--- src/rtl/xf_pkg.sv ---
package xf_pkg;
  localparam int REG_AW = 3;

  typedef enum logic [REG_AW-1:0] {
    RG_STATUS = 3'd0,
    RG_ENABLE = 3'd1,
    RG_FVA    = 3'd2,
    RG_FINFO  = 3'd3,
    RG_DBGVA  = 3'd4
  } reg_sel_e;

  // Event bit positions
  localparam int EV_MULTIHIT = 0;
  localparam int EV_WALKERR  = 1;
  localparam int EV_DBGMISS  = 2;
  localparam int EV_BADDESC  = 3;
  localparam int EV_MISS     = 4;
endpackage

--- src/rtl/xf_status_bank.sv ---
module xf_status_bank #(
  parameter int NEVT = 5
) (
  input  logic            clk,
  input  logic            rst,
  input  logic [NEVT-1:0] evt,
  input  logic            wr_sts,
  input  logic            wr_en,
  input  logic [NEVT-1:0] wdata,
  output logic [NEVT-1:0] status,
  output logic [NEVT-1:0] enable,
  output logic            irq
);
  logic [NEVT-1:0] sts_q;
  logic [NEVT-1:0] en_q;
  logic            irq_q;

  // One sticky flop per source; the event term is ORed last so it wins a clear
  for (genvar g = 0; g < NEVT; g++) begin : g_bit
    logic clr;
    assign clr = wr_sts & wdata[g];
    always_ff @(posedge clk) begin
      if (rst) sts_q[g] <= 1'b0;
      else     sts_q[g] <= (sts_q[g] & ~clr) | evt[g];
    end
  end

  always_ff @(posedge clk) begin
    if (rst) begin
      en_q  <= '0;
      irq_q <= 1'b0;
    end else begin
      if (wr_en) en_q <= wdata;
      irq_q <= |(sts_q & en_q);
    end
  end

  assign status = sts_q;
  assign enable = en_q;
  assign irq    = irq_q;
endmodule

--- src/rtl/xf_capture.sv ---
module xf_capture #(
  parameter int NEVT    = 5,
  parameter int AW      = 32,
  parameter int IDW     = 4,
  parameter int DBG_IDX = 2
) (
  input  logic            clk,
  input  logic            rst,
  input  logic [NEVT-1:0] evt,
  input  logic [AW-1:0]   vaddr,
  input  logic [IDW-1:0]  master,
  input  logic [1:0]      kind,
  input  logic            wr_dir,
  input  logic            clr_ind,
  output logic            ind,
  output logic [AW-1:0]   cap_va,
  output logic [IDW-1:0]  cap_master,
  output logic [1:0]      cap_kind,
  output logic            cap_wr,
  output logic [AW-1:0]   dbg_va
);
  logic            ind_q;
  logic [AW-1:0]   va_q;
  logic [IDW-1:0]  mst_q;
  logic [1:0]      kind_q;
  logic            wr_q;
  logic [AW-1:0]   dbg_q;
  logic            any_evt;
  logic            take;

  assign any_evt = |evt;
  assign take    = any_evt & ~ind_q;

  always_ff @(posedge clk) begin
    if (rst) begin
      ind_q  <= 1'b0;
      va_q   <= '0;
      mst_q  <= '0;
      kind_q <= '0;
      wr_q   <= 1'b0;
      dbg_q  <= '0;
    end else begin
      ind_q <= (ind_q & ~clr_ind) | any_evt;
      if (take) begin
        va_q   <= vaddr;
        mst_q  <= master;
        kind_q <= kind;
        wr_q   <= wr_dir;
      end
      if (evt[DBG_IDX]) dbg_q <= vaddr;
    end
  end

  assign ind        = ind_q;
  assign cap_va     = va_q;
  assign cap_master = mst_q;
  assign cap_kind   = kind_q;
  assign cap_wr     = wr_q;
  assign dbg_va     = dbg_q;
endmodule

--- src/rtl/xf_regport.sv ---
module xf_regport
  import xf_pkg::*;
#(
  parameter int NEVT = 5,
  parameter int AW   = 32,
  parameter int IDW  = 4,
  parameter int DW   = 32
) (
  input  logic              clk,
  input  logic              rst,
  input  logic              we,
  input  logic [REG_AW-1:0] addr,
  input  logic [DW-1:0]     wdata,
  input  logic [NEVT-1:0]   status,
  input  logic [NEVT-1:0]   enable,
  input  logic              ind,
  input  logic [AW-1:0]     cap_va,
  input  logic [IDW-1:0]    cap_master,
  input  logic [1:0]        cap_kind,
  input  logic              cap_wr,
  input  logic [AW-1:0]     dbg_va,
  output logic              wr_sts,
  output logic              wr_en,
  output logic              clr_ind,
  output logic [NEVT-1:0]   wfield,
  output logic [DW-1:0]     rdata
);
  localparam int INFO_W = IDW + 4;

  logic [DW-1:0]     rd_d;
  logic [DW-1:0]     rd_q;
  logic [INFO_W-1:0] info;

  assign wr_sts  = we && (addr == RG_STATUS);
  assign wr_en   = we && (addr == RG_ENABLE);
  assign clr_ind = we && (addr == RG_FINFO) && wdata[0];
  assign wfield  = wdata[NEVT-1:0];

  assign info = {cap_master, cap_wr, cap_kind, ind};

  always_comb begin
    case (addr)
      RG_STATUS: rd_d = DW'(status);
      RG_ENABLE: rd_d = DW'(enable);
      RG_FVA:    rd_d = DW'(cap_va);
      RG_FINFO:  rd_d = DW'(info);
      RG_DBGVA:  rd_d = DW'(dbg_va);
      default:   rd_d = '0;
    endcase
  end

  always_ff @(posedge clk) begin
    if (rst) rd_q <= '0;
    else     rd_q <= rd_d;
  end

  assign rdata = rd_q;
endmodule

--- src/rtl/xlat_fault_unit.sv ---
module xlat_fault_unit
  import xf_pkg::*;
#(
  parameter int NEVT = 5,
  parameter int AW   = 32,
  parameter int IDW  = 4,
  parameter int DW   = 32
) (
  input  logic              clk,
  input  logic              rst,
  input  logic [NEVT-1:0]   evt_vec,
  input  logic [AW-1:0]     evt_vaddr,
  input  logic [IDW-1:0]    evt_master,
  input  logic [1:0]        evt_kind,
  input  logic              evt_write,
  input  logic              reg_we,
  input  logic [REG_AW-1:0] reg_addr,
  input  logic [DW-1:0]     reg_wdata,
  output logic [DW-1:0]     reg_rdata,
  output logic              irq
);
  logic            wr_sts_w, wr_en_w, clr_ind_w;
  logic [NEVT-1:0] wfield_w;
  logic [NEVT-1:0] sts_w, en_w;
  logic            ind_w;
  logic [AW-1:0]   fva_w, dbgva_w;
  logic [IDW-1:0]  fmst_w;
  logic [1:0]      fkind_w;
  logic            fwr_w;

  xf_status_bank #(.NEVT(NEVT)) bank_i (
    .clk(clk), .rst(rst), .evt(evt_vec),
    .wr_sts(wr_sts_w), .wr_en(wr_en_w), .wdata(wfield_w),
    .status(sts_w), .enable(en_w), .irq(irq)
  );

  xf_capture #(.NEVT(NEVT), .AW(AW), .IDW(IDW), .DBG_IDX(EV_DBGMISS)) cap_i (
    .clk(clk), .rst(rst), .evt(evt_vec), .vaddr(evt_vaddr),
    .master(evt_master), .kind(evt_kind), .wr_dir(evt_write),
    .clr_ind(clr_ind_w), .ind(ind_w), .cap_va(fva_w),
    .cap_master(fmst_w), .cap_kind(fkind_w), .cap_wr(fwr_w),
    .dbg_va(dbgva_w)
  );

  xf_regport #(.NEVT(NEVT), .AW(AW), .IDW(IDW), .DW(DW)) port_i (
    .clk(clk), .rst(rst), .we(reg_we), .addr(reg_addr), .wdata(reg_wdata),
    .status(sts_w), .enable(en_w), .ind(ind_w), .cap_va(fva_w),
    .cap_master(fmst_w), .cap_kind(fkind_w), .cap_wr(fwr_w),
    .dbg_va(dbgva_w), .wr_sts(wr_sts_w), .wr_en(wr_en_w),
    .clr_ind(clr_ind_w), .wfield(wfield_w), .rdata(reg_rdata)
  );
endmodule

--- config.mk ---
export PLATFORM = sky130hd
export DESIGN_NAME = xlat_fault_unit
export DESIGN_NICKNAME = d
export VERILOG_FILES = /design/src/rtl/xf_pkg.sv /design/src/rtl/xf_status_bank.sv /design/src/rtl/xf_capture.sv /design/src/rtl/xf_regport.sv /design/src/rtl/xlat_fault_unit.sv
export SDC_FILE = /design/constraint.sdc
export NUM_CORES = 1
export LEC_CHECK = 0
export ABC_AREA = 1
export CAP_MARGIN = 20
export CORE_UTILIZATION = 49
export CTS_CLUSTER_SIZE = 24
export DETAILED_ROUTE_END_ITERATION = 12
export PLACE_DENSITY = 0.91
export SLEW_MARGIN = 25
export SYNTH_ARGS = -nofsm -noshare
export SYNTH_HDL_FRONTEND = slang
export SYNTH_SLANG_ARGS = --single-unit
--- constraint.sdc ---
create_clock -name clk -period 1.35 [get_ports clk]
set_input_delay 0.27 -clock clk [delete_from_list [all_inputs] [get_ports clk]]
set_output_delay 0.27 -clock clk [all_outputs]
set_load 0.005 [all_outputs]
Word-level counts from Yosys, hierarchy flattened
Index checks and enable logic that the tools add are counted.

operators by class
  equality and inequality tests = 4
  mux-type cells = 1
  bitwise gates (word level) = 26
  reductions and logical operators = 7

operators by type and width
  operator            number
  $pmux 32 s5         1
  $and 1x1->1         12
  $reduce_or 5->1     2
  $not 1->1           7
  $eq 3x2->1 const B  2
  $or 1x1->1          6
  $and 5x5->5         1
  $logic_and 1x1->1   4
  $eq 3x1->1 const B  1
  $eq 3x3->1 const B  1
  $logic_not 3->1     1

storage, ports and cells
  register bits = 115
  output and inout bits = 33
  logic and storage cells = 52

Longest topological paths before layout
  depth after elaboration = 6
  depth in mapped cells = 8

Cells and area by module
A second synthesis with hierarchy kept.

unflattened totals
  cell total of the unflattened synthesis = 622
  area total of the unflattened synthesis = 4814.6 um2

by module, submodules not included
  module          instances  cells an instance  area an instance (um2)
  xf_capture      1          370                2815.2
  xf_regport      1          200                1606.5
  xf_status_bank  1          52                 392.9

Worst setup path after synthesis
Ideal clock, no wire load.

  kind = input to register
  from = input evt_vec[2]
  to = register cap_i.kind_q[0] (netlist: cap_i.cap_kind[0])
  data arrival time = 1147 ps
  required time = 1235 ps
  path slack = 88 ps
  cell stages on the path = 7
  buffers on the path = 3
  path through = buf_2 nor2_1 nand3_2 buf_2 buf_4 a21oi_1 nor2_1

between the ends
  cells in the longest elaborated chain, start to end = 2

RTL lines
  item                    RTL line               text
  start: declaration      xlat_fault_unit.sv:11  input logic [NEVT-1:0] evt_vec,
  $reduce_or 5->1         xf_capture.sv:31       assign any_evt = |evt;
  $and 1x1->1             xf_capture.sv:32       assign take = any_evt & ~ind_q;
  end signal: assignment  xf_capture.sv:47       kind_q <= kind;
  end: declaration        xf_capture.sv:25       logic [1:0] kind_q;

No other way between the ends.
A chain may end at the register's enable or synchronous reset.

Worst setup path after layout
  from = register port_i.rd_q[15] (netlist: port_i.rdata[15])
  to = output reg_rdata[15]

RTL lines
  item                      RTL line               text
  start: declaration        xf_regport.sv:31       logic [DW-1:0] rd_q;
  start signal: assignment  xf_regport.sv:54       else rd_q <= rd_d;
  end: declaration          xlat_fault_unit.sv:19  output logic [DW-1:0] reg_rdata,

No word-level cell between the ends.

==> flow_metrics.py <==
metrics = {
    "cells_and_area": {
        "synthToLayoutAreaGrowth_pct": 37.8,
        "fin_util_pct": 70.8,
        "fillCellCount": 605,
        "fin_nets": 780,
        "drive_gt1_share_pct": 11.1,
        "fin_cells": 819,
        "antenna_cells": 0,
    },
    "pwr": {
        "leakagePower_uw": 0.00277,
        "pwr-share-clk_pct": 49.6,
        "p_seq_share_pct": 40.6,
        "peakVddDrop_uv": 1020,
        "switching_share_pct": 23.3,
        "p_switching_uw": 2130,
        "power.density_nw_per_um2": 1460,
        "p_int_uw": 7010,
        "pwr-share-comb_pct": 9.8,
    },
    "synthesis": {
        "ys_top_cells_by_area": "dfxtp_1 51%, a21oi_1 11%, nand2_1 9.6%",
        "ys_seq_area_share_pct": 50.6,
        "synth_common_cells": "116 x nand2_1, 115 x dfxtp_1, 99 x a21oi_1, 69 x nor2_1, 53 x nand3_1",
        "synth_area_leader_cell": "dfxtp_1",
        "synthesis.nets": 689,
        "synth_edf_count": 0,
        "yosysMostFrequentCell": "nand2_1",
        "synth_top_cell_area_share_pct": 50.6,
        "syn_inst": 607,
        "avgSynthCellArea_um2": 7.49,
        "ys_warn_count": 0,
        "synthFlopType": "dfxtp_1",
        "syn_area_um2": 4550,
        "synthArstFlopShare_pct": 0,
        "ys_types": 20,
        "ys_ff_latch": 115,
    },
    "critical_path": {
        "cpPeakStageDelay_ps": 340,
        "r2r-start": "cap_i.ind$_SDFF_PP0_",
        "timing.rr.end": "cap_i.cap_va[18]$_SDFFE_PP0P_",
        "r2r_slack_ps": 230,
        "arrival_ps": 1060,
        "path_depth": 1,
        "worstPathCellList": "clkdlybuf4s15_1",
        "worstPathRequired_ps": 1080,
        "slowest_stage": "dfxtp_1",
        "end_kind": "primary output",
        "reg2regPathDepth": 5,
        "worstSetupPathType": "reg2out",
        "setup.worst_path.start_class": "flip-flop",
        "critPathBufInv": 1,
        "cp_top_family": "flip-flops",
        "crit_fanout": 1,
    },
    "routing": {
        "drt_iter0_markers": 411,
        "drt_pass1_iterations": 11,
        "num_vias": 4685,
        "ant_nets": 0,
        "post_drt_via_cell_ratio": 5.72,
        "post_drt_wl_per_cell_um": 16.5,
        "drc": 1,
        "wirelength_um": 13500,
    },
    "global_route": {
        "grt_use_total_pct": 28.1,
        "met1_usage_pct": 34.6,
        "grt_antenna_before_repair": 0,
        "grt_max_degree": 54,
        "met3_usage_pct": 7.73,
        "grt.busiest_layer": "met2",
        "grt_pass1_wl_um": 21500,
        "grtUsageMet2_pct": 45.6,
        "gr-total-overflow": 0,
        "first_global_vias": 4522,
    },
    "clock_network": {
        "cts_hold_buf": 0,
        "cts_root_buffer": "clkbuf_8",
        "cts_tree": "done",
        "htreeDepth": 4,
        "clockBufferDepth": 2,
        "cts_sinks": 115,
        "worst_setup_hold_path_clk_slew_ps": 60,
        "cts_buffers": 17,
        "clock_latency_ps": 520,
    },
    "status": {
        "violations": "design-rule violations",
        "outcome": "complete, but fails checks",
    },
    "placement": {
        "dp.cells": 785,
        "place_ws_ps": -336,
        "place_congestion": 0.850,
        "dp_hpwl_um": 7610,
        "io_buffers": 87,
    },
    "timing": {
        "setup_ws_ps": 15.1,
        "rsz0062_at_grt": "false",
        "period_needed_ps": 1330,
        "finalCritPeriodShare_pct": 98.9,
        "fmax_mhz": 749,
        "hold_violations": 0,
        "relSlewSlack_pct": 71.7,
        "slew_violations": 0,
        "skew_ps": 7.26,
        "setup_violations": 0,
        "fin_tns_setup_ps": 0,
        "tightest_slew_ps": 424,
    },
    "floorplan": {
        "die_area_um2": 9670,
        "num_io_pins": 115,
        "die_w_um": 98.3,
        "fp.dieH_um": 98.3,
        "core_um2": 8850,
        "rows": 34,
        "start_util_pct": 51.4,
    },
    "min_path": {
        "min_path_cells": 3,
        "min_to": "bank_i.status[2]$_SDFF_PP0_",
        "min_from": "evt_vec[2]",
        "hold_class": "in2reg",
    },
    "flow_run": {
        "max_cap_violations": 0,
    },
}
[worst register-to-register path: stages, from the launching register on]
cell     delay, ps
dfxtp_1        320
inv_2          110
buf_12         240
nand3_1        170
nand2_1        120
nor2_1          40
[power groups by stage]
stage	sequential, uW	clock (uW)	combinational, uW
5_1_grt	3730	4700	974
2_1_floorplan	3740	0	465
3_5_place_dp	3770	0	849
4_1_cts	3700	4520	860
6_report	3710	4530	895
3_3_place_gp	3760	0	813
[metrics by stage]
step / hold WS (ps) / power, uW / instance area (um^2)
floorplan: 387 / 4200 / 4550
global placement: 446 / 4570 / 5640
detailed placement: 449 / 4610 / 5640
CTS: 165 / 9080 / 6220
global route: 203 / 9410 / 6270
finish: 185 / 9140 / 6270
[logic make-up (layout without fill, tap and decap cells)]
family	after synthesis	count (layout)	share of synthesized area [%]
AO/OA/AOI/OAI	137	137	15.1
flip-flops	115	115	50.6
buffers and inverters	87	191	8.20
AND/OR/NAND/NOR	268	268	26.1
[layout make-up]
type | instances | area, um^2 | share of cell area (%)
Clock buffer | 23 | 477 | 7.61
Clock inverter | 9 | 126 | 2.02
Inverter | 42 | 158 | 2.52
Multi-Input combinational cell | 405 | 1870 | 29.9
Sequential cell | 115 | 2310 | 36.9
Tap cell | 108 | 135 | 2.16
Timing Repair Buffer | 117 | 1190 | 18.9
[cell usage in the layout, fill, tap and decap left out]
| master | instances |
|---|---|
| nand2_1 | 116 |
| dfxtp_1 | 108 |
| a21oi_1 | 99 |
| nor2_1 | 69 |
| nand3_1 | 53 |
| clkdlybuf4s50_1 | 52 |
| inv_1 | 38 |
| o21ai_0 | 38 |
| clkdlybuf4s15_1 | 22 |
| buf_4 | 21 |
| clkbuf_16 | 17 |
| nand4_1 | 12 |
| nand3b_1 | 10 |
| dlygate4sd2_1 | 8 |
| buf_12 | 8 |
| dfxtp_2 | 7 |
| clkbuf_8 | 5 |
| inv_2 | 4 |
| nor4_1 | 4 |
| clkinv_2 | 4 |
| bufinv_16 | 3 |
| clkbuf_2 | 3 |
| nor3_4 | 2 |
| clkbuf_1 | 2 |
| nand3_2 | 1 |
| nor3_2 | 1 |
| clkinv_4 | 1 |
| clkinvlp_4 | 1 |
| buf_2 | 1 |
| dlymetal6s2s_1 | 1 |
[registers in the layout, indices dropped and copies added (netlist names), 2 cells and up]
signal and flops:
bank_i.enable 5, cap_i.cap_va 32, cap_i.cap_master 4, cap_i.cap_kind 2, port_i.rdata 32, cap_i.dbg_va 32, bank_i.status 5
[routing by layer]
metal	vias to the layer above	share of wire, %
met5	-	0
li1	2189	-
met1	2121	40
met4	0	4.1
met2	314	47
met3	61	9.2
[worst max path at each step]
stage / to / startpoint / slack (ps)
2_1_floorplan: cap_i.cap_kind[0]$_SDFFE_PP0P_ / evt_vec[2] / 90
3_3_place_gp: port_i.rdata[4]$_SDFF_PP0_ / reg_addr[1] / -290
3_5_place_dp: port_i.rdata[19]$_SDFF_PP0_ / reg_addr[1] / -340
4_1_cts: reg_rdata[5] / port_i.rdata[5]$_SDFF_PP0_ / 0.6
5_1_grt: reg_rdata[13] / port_i.rdata[13]$_SDFF_PP0_ / 0.3
6_report: reg_rdata[15] / port_i.rdata[15]$_SDFF_PP0_ / 20
[timing repair]
item                                    in CTS  in global routing
gates cloned                                 0                  1
endpoints found under the setup margin      33                 22
setup buffers                                0                  1
gates resized for setup                     42                 27
pin swaps                                    0                  1
Power figures use the tool's default switching activity.
